`src/rtl/dfll_lf_pkg.sv`:
```
package dfll_lf_pkg;
  localparam int unsigned OTW_W_DEF   = 12;
  localparam int unsigned NUM_MODES   = 2;

  typedef enum logic {
    MODE_NEG_TC = 1'b0,
    MODE_POS_TC = 1'b1
  } rmode_e;
endpackage

```
`src/rtl/dfll_rst_sync.sv`:
```
module dfll_rst_sync (
  input  logic clk,
  input  logic rst_n,
  output logic rst_ns
);
  logic [1:0] sync_q;

  always_ff @(posedge clk or negedge rst_n) begin
    if (!rst_n) sync_q <= 2'b00;
    else        sync_q <= {sync_q[0], 1'b1};
  end

  assign rst_ns = sync_q[1];
endmodule

```
`src/rtl/dfll_chop_fix.sv`:
```
module dfll_chop_fix (
  input  logic cmp_bit,
  input  logic chop_ph,
  output logic dec_up
);
  // phase 1 means the comparator inputs were swapped for this decision
  always_comb dec_up = cmp_bit ^ chop_ph;
endmodule

```
`src/rtl/dfll_otw_accum.sv`:
```
module dfll_otw_accum #(
  parameter int unsigned W       = 12,
  parameter logic [W-1:0] RST_VAL = 12'd2048
) (
  input  logic         clk,
  input  logic         rst_n,
  input  logic         reload,
  input  logic [W-1:0] init_val,
  input  logic         strobe,
  input  logic         dec_up,
  output logic [W-1:0] otw_q
);
  localparam logic [W-1:0] OTW_MAX = {W{1'b1}};
  localparam logic [W-1:0] OTW_MIN = '0;

  logic [W-1:0] otw_d;
  logic         otw_en;

  always_comb begin
    otw_d  = otw_q;
    otw_en = 1'b0;
    if (reload) begin
      otw_d  = init_val;
      otw_en = 1'b1;
    end else if (strobe) begin
      if (dec_up && (otw_q != OTW_MAX)) begin
        otw_d  = otw_q + 1'b1;
        otw_en = 1'b1;
      end else if (!dec_up && (otw_q != OTW_MIN)) begin
        otw_d  = otw_q - 1'b1;
        otw_en = 1'b1;
      end
    end
  end

  always_ff @(posedge clk or negedge rst_n) begin
    if (!rst_n)      otw_q <= RST_VAL;
    else if (otw_en) otw_q <= otw_d;
  end

  a_r2_step_up: assert property (@(posedge clk) disable iff (!rst_n)
    (strobe && !reload && dec_up && otw_q != OTW_MAX) |=> (otw_q == $past(otw_q) + 1'b1));
  a_r2_step_dn: assert property (@(posedge clk) disable iff (!rst_n)
    (strobe && !reload && !dec_up && otw_q != OTW_MIN) |=> (otw_q == $past(otw_q) - 1'b1));
  a_r3_hold: assert property (@(posedge clk) disable iff (!rst_n)
    (!strobe && !reload) |=> $stable(otw_q));
  a_r4_sat_hi: assert property (@(posedge clk) disable iff (!rst_n)
    (strobe && !reload && dec_up && otw_q == OTW_MAX) |=> (otw_q == OTW_MAX));
  a_r5_sat_lo: assert property (@(posedge clk) disable iff (!rst_n)
    (strobe && !reload && !dec_up && otw_q == OTW_MIN) |=> (otw_q == OTW_MIN));
  a_r6_reload: assert property (@(posedge clk) disable iff (!rst_n)
    reload |=> (otw_q == $past(init_val)));
endmodule

```
`src/rtl/dfll_mode_capture.sv`:
```
module dfll_mode_capture
  import dfll_lf_pkg::*;
#(
  parameter int unsigned W = 12
) (
  input  logic         clk,
  input  logic         rst_n,
  input  logic         reload,
  input  logic         strobe,
  input  logic         rsel,
  input  logic [W-1:0] otw_cur,
  output logic [W-1:0] cap_pos,
  output logic         vld_pos,
  output logic [W-1:0] cap_neg,
  output logic         vld_neg
);
  logic         rsel_q;
  logic         armed_q, armed_d;
  logic         change, take;
  logic [W-1:0] cap_q [NUM_MODES];
  logic         vld_q [NUM_MODES];

  always_comb begin
    change  = (rsel != rsel_q);
    take    = change && armed_q;
    armed_d = armed_q;
    if (reload)      armed_d = 1'b0;
    else if (strobe) armed_d = 1'b1;
    else if (take)   armed_d = 1'b0;
  end

  always_ff @(posedge clk or negedge rst_n) begin
    if (!rst_n) begin
      rsel_q  <= MODE_NEG_TC;
      armed_q <= 1'b0;
    end else begin
      rsel_q  <= rsel;
      armed_q <= armed_d;
    end
  end

  for (genvar m = 0; m < NUM_MODES; m++) begin : g_slot
    logic slot_take;
    always_comb slot_take = take && (rsel_q == m[0]);

    always_ff @(posedge clk or negedge rst_n) begin
      if (!rst_n) begin
        cap_q[m] <= '0;
        vld_q[m] <= 1'b0;
      end else begin
        vld_q[m] <= slot_take;
        if (slot_take) cap_q[m] <= otw_cur;
      end
    end
  end

  assign cap_pos = cap_q[MODE_POS_TC];
  assign vld_pos = vld_q[MODE_POS_TC];
  assign cap_neg = cap_q[MODE_NEG_TC];
  assign vld_neg = vld_q[MODE_NEG_TC];

  a_r10_exclusive: assert property (@(posedge clk) disable iff (!rst_n)
    $onehot0({vld_pos, vld_neg}));
  a_r10_pulse_p: assert property (@(posedge clk) disable iff (!rst_n)
    vld_pos |=> !vld_pos);
  a_r10_pulse_n: assert property (@(posedge clk) disable iff (!rst_n)
    vld_neg |=> !vld_neg);
  a_r9_quiet: assert property (@(posedge clk) disable iff (!rst_n)
    (!vld_pos && !vld_neg) |-> ($stable(cap_pos) && $stable(cap_neg)));
endmodule

```
`src/rtl/dfll_loop_filter.sv`:
```
module dfll_loop_filter
  import dfll_lf_pkg::*;
#(
  parameter int unsigned      OTW_W   = OTW_W_DEF,
  parameter logic [OTW_W-1:0] RST_OTW = OTW_W'(1 << (OTW_W - 1))
) (
  input  logic             clk,
  input  logic             rst_n,
  input  logic             reload,
  input  logic [OTW_W-1:0] init_otw,
  input  logic             strobe,
  input  logic             cmp_bit,
  input  logic             chop_ph,
  input  logic             rsel_pos,
  output logic [OTW_W-1:0] otw,
  output logic [OTW_W-1:0] otwp,
  output logic             otwp_vld,
  output logic [OTW_W-1:0] otwn,
  output logic             otwn_vld
);
  logic rst_ns;
  logic dec_up;

  dfll_rst_sync u_rst (
    .clk    (clk),
    .rst_n  (rst_n),
    .rst_ns (rst_ns)
  );

  dfll_chop_fix u_chop (
    .cmp_bit (cmp_bit),
    .chop_ph (chop_ph),
    .dec_up  (dec_up)
  );

  dfll_otw_accum #(.W(OTW_W), .RST_VAL(RST_OTW)) u_acc (
    .clk      (clk),
    .rst_n    (rst_ns),
    .reload   (reload),
    .init_val (init_otw),
    .strobe   (strobe),
    .dec_up   (dec_up),
    .otw_q    (otw)
  );

  dfll_mode_capture #(.W(OTW_W)) u_cap (
    .clk     (clk),
    .rst_n   (rst_ns),
    .reload  (reload),
    .strobe  (strobe),
    .rsel    (rsel_pos),
    .otw_cur (otw),
    .cap_pos (otwp),
    .vld_pos (otwp_vld),
    .cap_neg (otwn),
    .vld_neg (otwn_vld)
  );

  a_r7_pos_value: assert property (@(posedge clk) disable iff (!rst_ns)
    otwp_vld |-> (otwp == $past(otw)));
  a_r7_neg_value: assert property (@(posedge clk) disable iff (!rst_ns)
    otwn_vld |-> (otwn == $past(otw)));
  a_r9_no_disturb: assert property (@(posedge clk) disable iff (!rst_ns)
    ($past(!strobe) && $past(!reload) && (otwp_vld || otwn_vld)) |-> $stable(otw));
endmodule

```
`config.mk`:
```
export PLATFORM = sky130hd
export DESIGN_NAME = dfll_loop_filter
export DESIGN_NICKNAME = d
export VERILOG_FILES = /design/src/rtl/dfll_lf_pkg.sv /design/src/rtl/dfll_rst_sync.sv /design/src/rtl/dfll_chop_fix.sv /design/src/rtl/dfll_otw_accum.sv /design/src/rtl/dfll_mode_capture.sv /design/src/rtl/dfll_loop_filter.sv
export SDC_FILE = /design/constraint.sdc
export NUM_CORES = 1
export LEC_CHECK = 0
export BUFFER_PORTS_ARGS = -buffer_cell sky130_fd_sc_hd__buf_2
export CAP_MARGIN = 20
export CORE_MARGIN = 2
export CORE_UTILIZATION = 55
export CTS_BUF_LIST = sky130_fd_sc_hd__clkbuf_8
export DETAILED_ROUTE_END_ITERATION = 7
export GPL_TIMING_DRIVEN = 0
export PLACE_DENSITY = 0.82
export SLEW_MARGIN = 10
export SYNTH_ARGS = -nofsm -noshare
export SYNTH_HDL_FRONTEND = slang
export SYNTH_HIERARCHICAL = 1
export SYNTH_SLANG_ARGS = --single-unit
```
`constraint.sdc`:
```
create_clock -name clk -period 1.6 [get_ports clk]
set_input_delay 0 -clock clk [delete_from_list [all_inputs] [get_ports clk]]
set_output_delay 0 -clock clk [all_outputs]
set_load 0.005 [all_outputs]
```
After elaboration in Yosys (flattened, before gate mapping)
Cells that the tools add are included.
{ "op_classes": {"addsub": 2, "n_eq_ne": 2, "n_mux": 11, "n_bitwise": 2, "n_reduce_logical": 11} }
{ "op_table": {"columns": ["cell", "n"], "rows": [
  ["$mux 12", 4],
  ["$add 12x1->12 const B", 1],
  ["$ne 12x12->1 const B", 1],
  ["$reduce_bool 12->1", 1],
  ["$sub 12x1->12 const B", 1],
  ["$mux 1", 7],
  ["$reduce_bool 3->1", 2],
  ["$logic_and 1x1->1", 5],
  ["$reduce_and 3->1", 1],
  ["$reduce_bool 2->1", 1],
  ["$logic_not 1->1", 1],
  ["$ne 1x1->1", 1],
  ["$not 1->1", 1],
  ["$xor 1x1->1", 1]
]} }
{ "totals": {"ff_bits": 42, "out_inout_bits": 38, "word_cells": 36} }

Depth between registers and ports, before layout
{ "depth": {"word_depth": 8, "depth_mapped": 10} }

Modules after synthesis
Netlist, hierarchy kept.
{ "modules_own_cells": {"columns": ["mod", "n_inst", "cells_each", "area_each_um2", "seq_area_each_um2"], "rows": [
  ["dfll_otw_accum", 1, 130, 1167.4, 301.5],
  ["dfll_mode_capture", 1, 62, 1134.8, 700.7],
  ["dfll_rst_sync", 1, 3, 53.8, 50.0],
  ["dfll_chop_fix", 1, 1, 8.8, 0.0]
]} }

Least setup slack after synthesis
Ideal clock, no wire load.
{ "synth_timing": {"kind": "register -> register", "from": "register u_acc.otw_q[11]", "to": "register u_acc.otw_q[10]", "setup_time_ps": 128, "arrival_time_ps": 2547, "t_required_ps": 1472, "setup_slack_ps": -1075, "stages_incl_launch_ff": 11, "n_path_buf": 0, "period_less_slack_ps": 2675, "cell_sequence": "dfstp_2 > nand4_1 > nor3_2 > nand2b_1 > ha_1 > a211oi_2 > o211ai_2 > a41oi_2 > xor2_1 > o21a_1 > a21oi_2"} }
{ "synth_via": {"elab_chain_len": 7, "word_cells_on_any_way": 13, "cone_classes": "eq/ne: 1; mux: 7; reduce/logical: 5"} }
{ "synth_lines": {"columns": ["element", "line_no", "rtl"], "rows": [
  ["from (decl)", "dfll_otw_accum.sv:11", "output logic [W-1:0] otw_q"],
  ["from (signal assigned)", "dfll_otw_accum.sv:38", "else if (otw_en) otw_q <= otw_d;"],
  ["$reduce_bool 12->1", "dfll_otw_accum.sv:29", "end else if (!dec_up && (otw_q != OTW_MIN)) begin"],
  ["$logic_and 1x1->1", "dfll_otw_accum.sv:29", null],
  ["$mux 1", "dfll_otw_accum.sv:29", null],
  ["$mux 1", "dfll_otw_accum.sv:26", "if (dec_up && (otw_q != OTW_MAX)) begin"],
  ["$mux 1", "dfll_otw_accum.sv:25", "end else if (strobe) begin"],
  ["$mux 1", "dfll_otw_accum.sv:22", "if (reload) begin"],
  ["$reduce_and 3->1 (no line)", null, null]
]} }
Several ways; a longest one is shown, not always the timed one. The select of a mux whose other input is x is not followed.
A chain may end at the register's enable or synchronous reset.

Worst setup path after layout
{ "layout_timing": {"from": "register u_acc.otw_q[10]", "to": "register u_acc.otw_q[6]"} }
The elaborated chain is that of the path after synthesis.

==> run summary <==
ROUTING
-----------------------------------------------------------------------------------------------
Number of detailed-route iterations in the first pass                                         5
Mean number of vias per cell                                                               6.00
DRC                                                                                           0
Post-detailed-route count of antenna-violating nets                                           0
Detailed router's first-iteration violation count                                           225
Routed WL per cell                                                                      20.1 um
Via Count                                                                                  2179
Final Routed Wirelength                                                                 7280 um

STA
-----------------------------------------------------------------------------------------------
Portion of the clock cycle consumed by the worst path in the final layout                  1.66
Final Setup Violations                                                                       12
Final Critical Period                                                                   2.65 ns
Final Hold Fails                                                                              0
PnR worst setup slack                                                                  -1.05 ns
Slew of the pin with the lowest slew margin                                            0.667 ns
Pins Over Slew Limit                                                                          0
Normalized max-slew margin                                                                0.554
Highest clock rate                                                                    0.378 GHz
Unrepaired setup endpoints after global routing                                            true
Setup skew after layout                                                              0.00727 ns

SYNTHESIS
-----------------------------------------------------------------------------------------------
Yosys top cell by area                                                                  dfrtp_1
Combined area of all synthesized cells                                                2360 um^2
Dominant cell by count in the synthesized netlist                                       dfrtp_1
Cell types with the largest area share after synthesis                             dfrtp_1, mux2_4, ha_1
Mean instance size in the synthesized netlist                                         12.1 um^2
Commonest cells post-synth                                                         dfrtp_1, mux2_4, a21oi_1, ha_1, nand2_1
Syn Nets                                                                                    226
Async SR Flop Fraction                                                                     1.00
FF+latch count, synth                                                                        42
Number of standard cells after synthesis                                                    196
Count of different cell masters after synthesis                                              49
Number of enable flip-flop cells after synthesis                                              0
Most common flop cell mapped by yosys                                                   dfrtp_1
Synth Warn #                                                                                  6
Sequential area share after synthesis                                                     0.445
Post-synth top area share                                                                 0.434

POWER AND IR DROP
-----------------------------------------------------------------------------------------------
Switching portion of total power                                                          0.336
Combinational share of power                                                              0.467
Peak ir drop on the vdd network                                                        0.653 mV
PwrDens                                                                            1320 nW/um^2
Switching power summed over all nets                                                  0.00154 W
Cell Int Power                                                                        0.00304 W
Proportion of power drawn by flip-flops and latches                                       0.346
Clock power frac                                                                          0.187
Leakage Power                                                                           1.72 nW

SETUP PATH
-----------------------------------------------------------------------------------------------
Depth of the worst register-to-register path                                                 12
Data arrival time of the worst path                                                     2.82 ns
Nature of the critical path startpoint                                                 register
CP bufs+invs                                                                                  2
Logic depth of the worst path, buffers included                                              12
Required arrival time at the worst endpoint                                             1.78 ns
Slowest stage cell, crit path                                                              fa_2
Crit path largest cell delay                                                            0.46 ns
Worst Setup End Kind                                                                   register
Cells along the critical path                                                      nand4_1, nor3_2, buf_4, nand2b_4, fa_2, a211oi_4, buf_4, o21bai_1, a21oi_2, xnor2_1, mux2i_1, o21ai_1
Largest driver fanout on the critical path                                                    4
Critical Setup Path Class                                                            reg -> reg
Category of cells accounting for the largest share of critical-path delay          compound AO/OA/AOI/OAI gates
CP most frequent cell                                                                     buf_4

GLOBAL ROUTING
-----------------------------------------------------------------------------------------------
Number of global-route vias before repair                                                  1990
Wire length of the first global-routing pass                                            9890 um
Global-route usage over all layers                                                        0.264
Maximum number of pins on one net before global-route repair                                 34
Gr ovfl total                                                                                 0
Antenna violations before repair                                                              0

OUTCOME
-----------------------------------------------------------------------------------------------
Run status                                                                         finished, violations left
Failing checks                                                                     setup timing

HOLD PATH
-----------------------------------------------------------------------------------------------
Class of the most critical hold timing path                                        reg -> async

FINAL LAYOUT
-----------------------------------------------------------------------------------------------
Number of standard cells in the layout, taps in and fillers out                             363
Layout cell share with drive strength beyond 1                                            0.562
Area of the multi-input gates                                                         1390 um^2
Area grow syn2layout                                                                      46.5%
Nets@finish                                                                                 342
FF+latch area                                                                         1070 um^2
Number of inserted filler cells in the final layout                                         189
Antenna diode instance count                                                                  0

CLOCKING
-----------------------------------------------------------------------------------------------
H-tree lvl count                                                                              2
Clk sink count                                                                               42
Clock buffer depth                                                                            2
CTS tree                                                                                    yes
Clock Tree Root                                                                        clkbuf_8
Number of buffers created by CTS                                                              5
Clk Latency, worst-skew pair                                                            0.30 ns
Clock input transition at the sequential cells of the worst setup and hold paths        0.08 ns

PLACEMENT
-----------------------------------------------------------------------------------------------
Routability Congestion                                                                    0.813
Pre-CTS setup slack                                                                    -1.01 ns
Post-DP HPWL                                                                            3820 um
Port buffer count                                                                            56
Inst Count DP                                                                               303

RUN
-----------------------------------------------------------------------------------------------
Max Cap Viol                                                                                  0

FLOORPLANNING
-----------------------------------------------------------------------------------------------
Number of core rows                                                                          23
Count of pins on the block boundary                                                          57
Starting utilization of the core area                                                     0.583
Die Width                                                                               69.6 um
Die area                                                                              4840 um^2
DIE HEIGHT                                                                              69.6 um
Placeable core region                                                                 4060 um^2

power groups by stage:
stage / registers (W) / clock network (W) / logic [W]
final: 0.00158 / 0.000854 / 0.00214
after floorplan: 0.00163 / 0 / 0.000977
after global routing: 0.00162 / 0.000924 / 0.00226
after CTS: 0.00163 / 0.000867 / 0.00175
after detailed placement: 0.00166 / 0 / 0.00148
after global placement: 0.00166 / 0 / 0.00141
layer usage:
metal	GRT usage	part of all wire	wire length (um)	vias up
li1	-	-	-	943
met3	0.0407	0.065	475	31
met4	0.137	0.044	323	0
met5	0	0	0	-
met2	0.446	0.51	3700	137
met1	0.325	0.38	2780	1068
what timing repair did:
action / in CTS / in global routing
gates cloned: 1 / 0
setup endpoints to repair: 12 / 12
setup buffers: 10 / 24
hold buffers: 17 / 0
endpoints found under the hold margin: 16 / 0
pin swaps: 21 / 9
resized for setup: 23 / 7
metrics by stage:
step                      setup TNS, ns  power, W  area (um^2)  utilization  hold WS (ns)
after detailed placement          -8.46   0.00314         2770        0.684        -0.212
final                             -8.21   0.00457         3460        0.854         0.121
after global placement            -9.42   0.00307         2750        0.678        -0.215
after CTS                         -7.53   0.00424         3260        0.803         0.128
after floorplan                   -5.43   0.00261         2410            -        -0.296
after global routing              -9.10   0.00480         3460        0.854         0.139
worst reg2reg max path: cells and delay by family (launching register included):
kind / cells / cell delay (ns)
adders and majority gates: 1 / 0.46
AOI/OAI and AO/OA: 4 / 0.64
buffers and inverters: 2 / 0.30
xor gates and xnor gates: 1 / 0.11
muxes: 1 / 0.24
DFF: 1 / 0.44
and+or+nand+nor: 3 / 0.34
state kept, by name, indices dropped and copies added, names as in the netlist:
name	cells
u_cap/cap_neg	12
u_acc/otw_q	12
u_cap/armed_q	1
u_rst/sync_q	2
u_cap/rsel_q	1
u_cap/vld_pos	1
u_cap/vld_neg	1
u_cap/cap_pos	12
cells in the final DEF, fill, tap and decap left out, types with 5 or more instances in the layout:
cell / count
dfrtp_2: 12
nor2_1: 7
nand2_1: 10
a21oi_1: 8
buf_4: 34
o21ai_1: 9
a21o_1: 6
a21oi_2: 6
inv_1: 8
buf_2: 57
mux2_4: 18
dlygate4sd3_1: 17
ha_4: 6
clkbuf_8: 6
mux2_2: 6
xor2_1: 5
dfrtp_1: 29
cell families after synthesis:
family,synth area share
compound gates,0.155
flops,0.445
simple gates,0.0974
mux,0.160
buf+inv,0.0429
fa+ha+maj,0.0614
xor+xnor,0.0370
other cells,0.00159
worst paths after layout:
kind | from | to | slack (ns)
setup / recovery | u_acc/otw_q[10] | u_acc/otw_q[6] | -1.05
hold / removal | u_rst/sync_q[1] | u_cap/cap_neg[0] | 0.12
setup reg to reg | u_acc/otw_q[10] | u_acc/otw_q[6] | -1.05
hold reg to reg | u_rst/sync_q[1] | u_cap/cap_neg[0] | 0.12
max in group asynchronous | rst_n | u_rst/sync_q[1] | 0.88
min in group clk | u_rst/sync_q[0] | u_rst/sync_q[1] | 0.36
final cells by class:
| cell class | count | area share |
|---|---|---|
| clock buffers | 6 | 0.0238 |
| repair buffers | 108 | 0.211 |
| multi-input cells | 141 | 0.400 |
| well taps | 50 | 0.0181 |
| plain buffers | 7 | 0.0217 |
| flip-flops and latches | 42 | 0.308 |
| inverters | 7 | 0.00759 |
| clock inverters | 2 | 0.00975 |
Power figures use the tool's default switching activity.
